[src/rtl/dma_reqq_pkg.sv]
package dma_reqq_pkg;
    localparam int NUM_CH  = 8;
    localparam int Q_DEPTH = 4;
    localparam int REQ_W   = 64;

    // Bit positions that the decoder relies on
    localparam int DEST_LSB  = 48;
    localparam int SEL_LSB   = 52;
    localparam int XSIZE_LSB = 45;
    localparam int FMT_LSB   = 43;
    localparam int MODE_LSB  = 41;

    localparam logic [2:0] XSIZE_FLUSH = 3'b110;
    localparam logic [1:0] FMT_FLUSH   = 2'b00;
    localparam logic [1:0] MODE_FLUSH  = 2'b11;

    typedef struct packed {
        logic [3:0] sel_nib;
        logic [2:0] xsize;
        logic [1:0] fmt;
        logic [1:0] mode;
        logic [2:0] dest;
    } req_hdr_t;

    function automatic logic is_flush_cmd(input req_hdr_t h, input int nch);
        return (h.xsize == XSIZE_FLUSH) && (h.fmt == FMT_FLUSH) &&
               (h.mode == MODE_FLUSH) && (h.sel_nib != 4'd0) &&
               (int'(h.sel_nib) <= nch);
    endfunction
endpackage

[src/rtl/dma_reqq_decode.sv]
module dma_reqq_decode
    import dma_reqq_pkg::*;
#(
    parameter int NCH = NUM_CH
) (
    input  logic           req_valid,
    input  req_hdr_t       hdr,
    output logic [NCH-1:0] push_vec,
    output logic [NCH-1:0] flush_vec
);
    logic cmd;

    always_comb begin
        cmd       = is_flush_cmd(hdr, NCH);
        push_vec  = '0;
        flush_vec = '0;
        if (req_valid && !cmd)
            push_vec = NCH'(1) << hdr.dest;
        if (req_valid && cmd)
            flush_vec = NCH'(1) << (hdr.sel_nib - 4'd1);
    end

    // a command word never produces a store strobe
    always_comb begin
        a_r6_cmd_not_stored: assert (!(|push_vec && |flush_vec));
    end
endmodule

[src/rtl/dma_reqq_fifo.sv]
module dma_reqq_fifo #(
    parameter int DEPTH = 4,
    parameter int W     = 64,
    localparam int CNT_W = $clog2(DEPTH + 1),
    localparam int PTR_W = (DEPTH > 1) ? $clog2(DEPTH) : 1
) (
    input  logic             clk,
    input  logic             rst,
    input  logic             push,
    input  logic             pop,
    input  logic             flush,
    input  logic [W-1:0]     din,
    output logic [W-1:0]     head,
    output logic [CNT_W-1:0] cnt,
    output logic             ovf_set
);
    logic [W-1:0]     mem [DEPTH];
    logic [PTR_W-1:0] rd_p, wr_p;
    logic [CNT_W-1:0] cnt_q;
    logic             full, eff_pop, do_push;

    function automatic logic [PTR_W-1:0] bump(input logic [PTR_W-1:0] p);
        return (p == PTR_W'(DEPTH - 1)) ? '0 : p + PTR_W'(1);
    endfunction

    always_comb begin
        full    = (cnt_q == CNT_W'(DEPTH));
        eff_pop = pop && (cnt_q != '0);
        do_push = push && (!full || eff_pop);
        ovf_set = push && !flush && full && !eff_pop;
    end

    always_ff @(posedge clk) begin
        if (rst || flush) begin
            rd_p  <= '0;
            wr_p  <= '0;
            cnt_q <= '0;
        end else begin
            if (do_push) wr_p <= bump(wr_p);
            if (eff_pop) rd_p <= bump(rd_p);
            cnt_q <= cnt_q + CNT_W'(do_push) - CNT_W'(eff_pop);
        end
    end

    always_ff @(posedge clk) begin
        if (!rst && !flush && do_push)
            mem[wr_p] <= din;
    end

    assign head = mem[rd_p];
    assign cnt  = cnt_q;

    // occupancy bound
    a_r3_cnt_bound: assert property (@(posedge clk) disable iff (rst)
        cnt_q <= CNT_W'(DEPTH));
    // an empty-queue action wins over pop and push
    a_r8_flush_empties: assert property (@(posedge clk) disable iff (rst)
        flush |=> cnt_q == '0);
    // accepted request grows the count by one
    a_r4_push_grows: assert property (@(posedge clk) disable iff (rst)
        (push && !pop && !flush && !full) |=> cnt_q == $past(cnt_q) + CNT_W'(1));
endmodule

[src/rtl/dma_reqq_top.sv]
module dma_reqq_top
    import dma_reqq_pkg::*;
#(
    parameter int NCH   = NUM_CH,
    parameter int DEPTH = Q_DEPTH,
    parameter int W     = REQ_W,
    localparam int CNT_W = $clog2(DEPTH + 1)
) (
    input  logic               clk,
    input  logic               rst,
    input  logic               req_valid,
    input  logic [W-1:0]       req_word,
    input  logic [NCH-1:0]     chan_pop,
    input  logic [NCH-1:0]     clr_wr,
    output logic [NCH-1:0]     chan_pend,
    output logic [NCH*W-1:0]   chan_word,
    output logic [NCH*CNT_W-1:0] chan_occ,
    output logic [NCH-1:0]     ovf_flag,
    output logic [NCH-1:0]     clr_bits
);
    req_hdr_t       hdr;
    logic [NCH-1:0] push_vec, flush_vec, flush_all, ovf_set;
    logic [NCH-1:0] clr_q, ovf_q;
    logic [1:0]     unused_ch0;

    assign hdr = '{sel_nib: req_word[SEL_LSB +: 4],
                   xsize:   req_word[XSIZE_LSB +: 3],
                   fmt:     req_word[FMT_LSB +: 2],
                   mode:    req_word[MODE_LSB +: 2],
                   dest:    req_word[DEST_LSB +: 3]};

    dma_reqq_decode #(.NCH(NCH)) u_dec (
        .req_valid (req_valid),
        .hdr       (hdr),
        .push_vec  (push_vec),
        .flush_vec (flush_vec)
    );

    // Clear bit: holds the written 1 for one cycle, then drops
    always_ff @(posedge clk) begin
        if (rst) clr_q <= '0;
        else     clr_q <= clr_wr;
    end

    assign flush_all = flush_vec | clr_q;

    for (genvar c = 0; c < NCH; c++) begin : g_ch
        if (c == 0) begin : g_pass
            assign chan_pend[c]               = push_vec[c];
            assign chan_word[c*W +: W]         = req_word;
            assign chan_occ[c*CNT_W +: CNT_W]  = '0;
            assign ovf_set[c]                  = 1'b0;
        end else begin : g_q
            logic [CNT_W-1:0] occ;
            dma_reqq_fifo #(.DEPTH(DEPTH), .W(W)) u_q (
                .clk     (clk),
                .rst     (rst),
                .push    (push_vec[c]),
                .pop     (chan_pop[c]),
                .flush   (flush_all[c]),
                .din     (req_word),
                .head    (chan_word[c*W +: W]),
                .cnt     (occ),
                .ovf_set (ovf_set[c])
            );
            assign chan_occ[c*CNT_W +: CNT_W] = occ;
            assign chan_pend[c]               = (occ != '0);

            // overflow rises only after a push into a full queue
            a_r5_ovf_cause: assert property (@(posedge clk) disable iff (rst)
                $rose(ovf_q[c]) |-> $past(push_vec[c] && occ == CNT_W'(DEPTH)));
        end

        // clear bit self-clears
        a_r7_clr_pulse: assert property (@(posedge clk) disable iff (rst)
            (clr_q[c] && !clr_wr[c]) |=> !clr_q[c]);
    end

    assign unused_ch0 = {chan_pop[0], flush_all[0]};

    always_ff @(posedge clk) begin
        if (rst) ovf_q <= '0;
        else     ovf_q <= ovf_q | ovf_set;
    end

    assign ovf_flag = ovf_q;
    assign clr_bits = clr_q;

    // channel 0 only pending while a strobe is present
    a_r2_ch0_live: assert property (@(posedge clk) disable iff (rst)
        chan_pend[0] |-> (req_valid && req_word[DEST_LSB +: 3] == 3'd0));
endmodule

[config.mk]
export PLATFORM = sky130hd
export DESIGN_NAME = dma_reqq_top
export DESIGN_NICKNAME = d
export VERILOG_FILES = /design/src/rtl/dma_reqq_pkg.sv /design/src/rtl/dma_reqq_decode.sv /design/src/rtl/dma_reqq_fifo.sv /design/src/rtl/dma_reqq_top.sv
export SDC_FILE = /design/constraint.sdc
export NUM_CORES = 1
export LEC_CHECK = 0
export ABC_CLOCK_PERIOD_IN_PS = 8400
export BUFFER_PORTS_ARGS = -buffer_cell sky130_fd_sc_hd__buf_2
export CORE_ASPECT_RATIO = 1.4
export CORE_MARGIN = 10
export CORE_UTILIZATION = 36
export CTS_BUF_LIST = sky130_fd_sc_hd__clkbuf_4 sky130_fd_sc_hd__clkbuf_8 sky130_fd_sc_hd__clkbuf_16
export DETAILED_ROUTE_END_ITERATION = 16
export SLEW_MARGIN = 40
export SYNTH_ARGS = -nofsm -noshare
export SYNTH_HDL_FRONTEND = slang
export SYNTH_SLANG_ARGS = --single-unit
[constraint.sdc]
create_clock -name clk -period 8.4 [get_ports clk]
set_input_delay 1.26 -clock clk [delete_from_list [all_inputs] [get_ports clk]]
set_output_delay 1.26 -clock clk [all_outputs]
set_load 0.02 [all_outputs]
==> impl_metrics.json, run 1 <==
{
  "worstReg2RegStart": "g_ch[2].g_q.u_q.cnt[1]$_SDFF_PP0_",
  "antenna_found_initial": 11,
  "globalRoute.totalOverflow": 0,
  "place.detailed.hpwl_mm": 117,
  "fp-row-count": 190,
  "detail-route-antenna-nets": 0,
  "drt_drc_violations_left": 0,
  "tightestPinTransition_ns": 0.839,
  "cts-root-buf": "clkbuf_16",
  "hold_viol": 0,
  "first_pass_iters": 5,
  "number_of_global_route_vias_before_repair": 34122,
  "synth_warnings": 0,
  "portion_of_the_clock_cycle_consumed_by_the_worst_path_in_the_final_layout_pct": 57.9,
  "routed_wire_length_per_instance_um": 30.5,
  "dr.first_iter.drc_count": 3206,
  "cts_num_sinks": 1870,
  "vias": 32825,
  "syn_inst": 2883,
  "rr_worst_depth": 6,
  "yosysSeqAreaShare_pct": 80.3,
  "clock_tree.buffer_depth": 4,
  "avgSynthCellArea_um2": 23.9,
  "fin_area_um2": 81000,
  "syn_to_final_growth_pct": 17.5,
  "power_density_nw_per_um2": 260,
  "setup_repair_after_global_routing_missed_its_margin": "false",
  "detail_route.wirelength_mm": 190,
  "worstHoldEndpoint": "ovf_flag[6]$_SDFF_PP0_",
  "place.port_buffers": 637,
  "hold_path.class": "flip-flop to flip-flop",
  "synth.top_cells.by_area": "edfxtp_1 78%, mux4_2 15%, dfxtp_1 2.3%",
  "final_net_count": 3757,
  "timing.setup.critical_path_class": "flip-flop to primary output",
  "relSlewSlack_pct": 44.1,
  "synth_enable_flop_cells": 1792,
  "yosys-top-cells-count": "1792 x edfxtp_1, 448 x mux4_2, 78 x dfxtp_1, 68 x buf_4, 59 x inv_1",
  "post_cts_resize_count": 0,
  "initial_utilization_pct": 36.1,
  "finalSetupViolCount": 0,
  "status": "complete, no violations",
  "synthMostInstantiatedCell": "edfxtp_1",
  "worstPathArrival_ns": 3.61,
  "critical_path_required_ns": 7.14,
  "htree_num_levels": 4,
  "drive_above_1_share_pct": 40.5,
  "ys_dominant_reg_cell": "edfxtp_1",
  "clk_pin_slew_ns": 0.06,
  "synthesis.area_um2": 68900,
  "layout_min_cycle_time_ns": 4.87,
  "die_x_um": 390,
  "first_pass_grt_wire_length_mm": 263,
  "design.die.area_um2": 210000,
  "ios": 643,
  "finalMaxSlewViolations": 0,
  "placed_area_um2": 75300,
  "gpl.final_weighted_congestion": 0.765,
  "timing.final.ws_setup_ns": 3.53,
  "clk-insertion-delay-late_ns": 0.85,
  "place_worst_setup_slack_ns": 3.49,
  "netlist.top_cell.by_area": "edfxtp_1",
  "floorplan.die.height_um": 538,
  "critPathCaptureType": "primary output",
  "cts-buffers-inserted": 186,
  "grt_start_max_net_pins": 53,
  "finClkSkew_ns": 0.0626,
  "startpoint_type": "flip-flop",
  "yosysUniqueCellTypes": 44,
  "viasPerCell": 5.25,
  "grt.total_usage_pct": 17.8,
  "reg2reg_to": "g_ch[2].g_q.u_q.mem[0][17]$_DFFE_PP_",
  "maxCapViolCount": 0,
  "worstPathMaxFanout": 24,
  "ir_worst_vdd_uv": 197,
  "post-cts-setup-buffers": 0,
  "clock_tree_from_tritoncts": "yes",
  "postCtsHoldBufs": 0,
  "design.core.area_um2": 191000,
  "synth-seq-cells": 1870,
  "min_delay_path_depth": 2,
  "peak_freq_ghz": 0.205,
  "static-leakage-power_nw": 26.1,
  "synth_largest_type_area_fraction_pct": 78.0,
  "ff2ff_setup_slack_ns": 5.41,
  "setup-tns-final_ns": 0,
  "timing.hold.worst.start": "ovf_flag[6]$_SDFF_PP0_",
  "ys_async_sr_fraction_pct": 0
}
critical path, cell delays in order, from the launching register on:
cell and delay [ns]:
dfxtp_4 0.68, buf_4 0.58, buf_4 0.59, mux4_2 0.60
buf_2 0.18
final cells by class:
type                       count  area (µm²)
antenna                        2        5.00
clock inverter                85         608
multi-input combinational    773       12500
timing repair buffer         728        4070
clock buffer                 241        5070
sequential                  1870       55400
tap                         2496        3120
inverter                      59         221
fill                       16470      110000
power by group:
group / internal (mW) / total, mW / leakage [nW] / switching [mW]
Combinational: 1.08 / 2.76 / 6.44 / 1.68
Clock: 4.39 / 7.86 / 2.85 / 3.47
Sequential: 10.3 / 10.5 / 16.8 / 0.165
layer usage:
layer  GRT usage (%)  vias to the layer above  share of wire (%)
met5               0                        -                  0
met2            28.3                     1330                 47
met4            5.61                        0                3.0
li1                -                    13474                  -
met1            23.8                    17737                 42
met3            4.78                      284                8.2
layout by cell type, fill, tap and decap left out, types with 7 or more instances in the layout:
cell | synthesis | routed
a21oi_1 | 28 | 28
buf_12 | 0 | 11
buf_2 | 25 | 637
buf_4 | 68 | 63
buf_6 | 2 | 17
clkbuf_16 | 0 | 186
clkbuf_4 | 0 | 55
clkinv_1 | 0 | 33
clkinv_2 | 0 | 28
dfxtp_1 | 78 | 64
dfxtp_4 | 0 | 14
edfxtp_1 | 1792 | 1792
fa_1 | 7 | 7
ha_1 | 49 | 49
inv_1 | 59 | 59
inv_6 | 0 | 7
mux4_2 | 448 | 448
nand2_1 | 51 | 51
nand3_1 | 15 | 15
nor2_1 | 34 | 34
nor2b_1 | 11 | 11
nor3_2 | 0 | 24
o21ai_0 | 14 | 14
or3_1 | 15 | 15
or4_1 | 8 | 8
xnor2_1 | 10 | 10
stage by stage:
stage | std cells | power [mW] | hold slack, ns | util, %
finish | 6254 | 21.1 | 0.470 | 42.5
global route | 6253 | 21.8 | 0.502 | 42.5
CTS | 6250 | 21.4 | 0.473 | 42.4
detailed placement | 5924 | 13.5 | 0.449 | 39.5
global placement | 5915 | 13.4 | 0.442 | 39.3
floorplan | 2886 | 12.3 | 0.454 | -
worst max path at each step:
| stage | to | slack (ns) | cells after the start |
|---|---|---|---|
| 2_1_floorplan | g_ch[5].g_q.u_q.mem[0][0]$_DFFE_PP_ | 1.16 | 4 |
| 3_3_place_gp | g_ch[5].g_q.u_q.mem[0][1]$_DFFE_PP_ | 3.44 | 8 |
| 3_5_place_dp | g_ch[5].g_q.u_q.mem[3][14]$_DFFE_PP_ | 3.49 | 8 |
| 6_report | chan_word[142] | 3.53 | 4 |
| 4_1_cts | chan_word[142] | 3.32 | 4 |
| 5_1_grt | chan_word[147] | 3.24 | 4 |
registers in the layout, summed over array words and instances, names as in the netlist, named ones only:
signal             cells
g_ch.g_q.u_q.cnt      21
g_ch.g_q.u_q.wr_p     14
ovf_flag               7
g_ch.g_q.u_q.mem    1792
clr_bits               8
g_ch.g_q.u_q.rd_p     14
cell families after synthesis:
kind of cell,share of synthesized area [%]
AOI/OAI and AO/OA,0.510
muxes,14.6
other,0.00544
DFF,80.3
and+or+nand+nor,1.51
xor gates and xnor gates,0.178
adders and majority gates,1.09
buffers and inverters,1.76
(Power assumes the default switching activity.)
==> inputs of run 2 (changes only) <==
--- a/config.mk
+++ b/config.mk
@@ -5,7 +5,8 @@
 export SDC_FILE = /design/constraint.sdc
 export NUM_CORES = 1
 export LEC_CHECK = 0
-export ABC_CLOCK_PERIOD_IN_PS = 8400
+export ABC_AREA = 1
+export ABC_CLOCK_PERIOD_IN_PS = 4600
 export BUFFER_PORTS_ARGS = -buffer_cell sky130_fd_sc_hd__buf_2
 export CORE_ASPECT_RATIO = 1.4
 export CORE_MARGIN = 10
==> constraint.sdc (replaced) <==
create_clock -name clk -period 4.6 [get_ports clk]
set_input_delay 0.69 -clock clk [delete_from_list [all_inputs] [get_ports clk]]
set_output_delay 0.69 -clock clk [all_outputs]
set_load 0.02 [all_outputs]
==> run 2 against run 1 <==
- wire length up 16%
- core utilization hardly changed
- global-route usage grew 2.0 points
- die area grew 2.2%
- largest cell class unchanged
- largest power group unchanged
==> impl_metrics.json, run 2 <==
{
  "dr.first_iter.drc_count": 4026,
  "antenna_found_initial": 16,
  "grt_start_max_net_pins": 129,
  "startpoint_type": "flip-flop",
  "htree_num_levels": 4,
  "setup_repair_after_global_routing_missed_its_margin": "false",
  "worstPathMaxFanout": 32,
  "power_density_nw_per_um2": 484,
  "design.die.area_um2": 214000,
  "design.core.area_um2": 195000,
  "first_pass_iters": 5,
  "die_x_um": 394,
  "initial_utilization_pct": 36.1,
  "routed.top_layer": "met4",
  "clk_pin_slew_ns": 0.06,
  "largest_reg_flops": 1792,
  "cts-buffers-inserted": 185,
  "yosysUniqueCellTypes": 40,
  "static-leakage-power_nw": 28.5,
  "drt_drc_violations_left": 0,
  "first_pass_grt_wire_length_mm": 309,
  "synth-seq-cells": 1870,
  "number_of_global_route_vias_before_repair": 42629,
  "yosys-top-cells-count": "1792 x edfxtp_1, 997 x nor2_1, 898 x o21ai_0, 448 x o22ai_1, 255 x clkbuf_1",
  "drive_above_1_share_pct": 19.6,
  "total_power_mw": 40.1,
  "netlist.top_cell.by_area": "edfxtp_1",
  "postCtsHoldBufs": 0,
  "route.met2.wl_mm": 106,
  "tightestPinTransition_ns": 0.843,
  "layout_min_cycle_time_ns": 3.87,
  "detail_route.wirelength_mm": 221,
  "layout.cells.most_common": "edfxtp_1",
  "syn_to_final_growth_pct": 17.5,
  "cts_num_sinks": 1870,
  "cts-root-buf": "clkbuf_16",
  "clk-insertion-delay-late_ns": 0.83,
  "synth_largest_type_area_fraction_pct": 76.3,
  "met1_length_mm": 91.3,
  "clock_tree.buffer_depth": 4,
  "detail-route-antenna-nets": 0,
  "peak_freq_ghz": 0.258,
  "globalRoute.totalOverflow": 0,
  "synth.top_cells.by_area": "edfxtp_1 76%, o21ai_0 6.4%, nor2_1 5.3%",
  "ys_dominant_reg_cell": "edfxtp_1",
  "grt.total_usage_pct": 19.7,
  "ir_worst_vdd_uv": 342,
  "regMostFlops": "g_ch.g_q.u_q.mem",
  "worstPathArrival_ns": 3.18,
  "post-cts-setup-buffers": 0,
  "vias": 44278,
  "setup-tns-final_ns": 0,
  "floorplan.die.height_um": 544,
  "place.detailed.hpwl_mm": 134,
  "finish.utilization_pct": 42.4,
  "timing.setup.critical_path_class": "flip-flop to primary output",
  "portion_of_the_clock_cycle_consumed_by_the_worst_path_in_the_final_layout_pct": 84.2,
  "status": "complete, no violations",
  "detail_route_met3_wl_mm": 17.0,
  "avgSynthCellArea_um2": 14.2,
  "ys_async_sr_fraction_pct": 0,
  "synthMostInstantiatedCell": "edfxtp_1",
  "critical_path_required_ns": 3.91,
  "finalMaxSlewViolations": 0,
  "hold_viol": 0,
  "syn_inst": 4979,
  "yosysSeqAreaShare_pct": 78.5,
  "gpl.final_weighted_congestion": 0.790,
  "relSlewSlack_pct": 43.8,
  "clock_tree_from_tritoncts": "yes",
  "synth_warnings": 0,
  "routed_wire_length_per_instance_um": 26.6,
  "final_net_count": 5694,
  "place.port_buffers": 637,
  "synthesis.area_um2": 70600,
  "hold_path.class": "primary input to flip-flop",
  "maxCapViolCount": 0,
  "fp-row-count": 192,
  "finClkSkew_ns": 0.0781,
  "viasPerCell": 5.33,
  "most-common-layout-cells": "1792 x edfxtp_1, 997 x nor2_1, 898 x o21ai_0",
  "critPathCaptureType": "primary output",
  "post_cts_resize_count": 0,
  "finalSetupViolCount": 0,
  "synth_enable_flop_cells": 1792,
  "ios": 643,
  "filler_cell_count": 17606
}
## run 2: cell count changes after synthesis, sizes merged, moves of 47 or more
cell    before  now
clkbuf      58  255
nand2       51   98
nor2        34  999
o22ai        0  448
inv         59  136
o21ai       14  909
mux4       448    0
## run 2: report_power, final
part           switching [mW]  leakage, nW  total, mW  internal, mW
Combinational            4.88         8.83       6.53          1.65
Sequential              0.219         16.8       19.0          18.8
Clock                    6.29         2.86       14.6          8.27
Total                    11.4         28.5       40.1          28.7
## run 2: worst max-delay path, cell delays in order (launching register included)
cell	delay (ns)
dfxtp_4	0.62
clkinv_2	0.69
buf_4	0.45
o21ai_0	0.10
o22ai_1	0.21
buf_2	0.23
## run 2: worst paths after layout
path	startpoint	endpoint	slack (ns)	cells past startpoint
max reg2reg	g_ch[5].g_q.u_q.cnt[1]$_SDFF_PP0_	g_ch[5].g_q.u_q.mem[1][35]$_DFFE_PP_	2.11	5
max	flip-flop	chan_word[493]	0.73	5
min reg2reg	ovf_flag[3]$_SDFF_PP0_	ovf_flag[3]$_SDFF_PP0_	0.47	2
min	clr_wr[6]	clr_bits[6]$_SDFF_PP0_	0.09	3
## run 2: area by class of cell
cell class,instances,area [µm²],share of cell area [%]
antenna,10,25.0,0.0302
clock buffer,238,5060,6.10
clock inverter,77,684,0.826
inverter,143,568,0.685
multi-input combinational,2607,13300,16.0
sequential,1870,55400,66.9
tap,2619,3280,3.95
timing repair buffer,748,4590,5.53
## run 2: routing by layer
metal	track usage, %	vias to the layer above
met2	32.8	1848
met1	26.2	22567
met5	0	-
li1	-	19538
met3	3.73	325
met4	6.25	0
## run 2: through the flow
step / worst slack, ns / hold slack, ns / area (µm²) / cells
after floorplan: -2.10 / 0.457 / 70700 / 4982
after global placement: 1.12 / 0.449 / 77100 / 7985
after detailed placement: 1.09 / 0.453 / 77100 / 7986
after CTS: 0.566 / 0.0181 / 82800 / 8301
after global routing: 0.547 / 0.0533 / 82900 / 8304
final: 0.726 / 0.0886 / 82900 / 8312
## run 2: cell families after synthesis
logic type      synth area share, %
flops                          78.5
compound gates                 10.6
simple gates                   6.55
buf+inv                        3.16
fa+ha+maj                      1.07
xor+xnor                      0.124
other cells                 0.00531
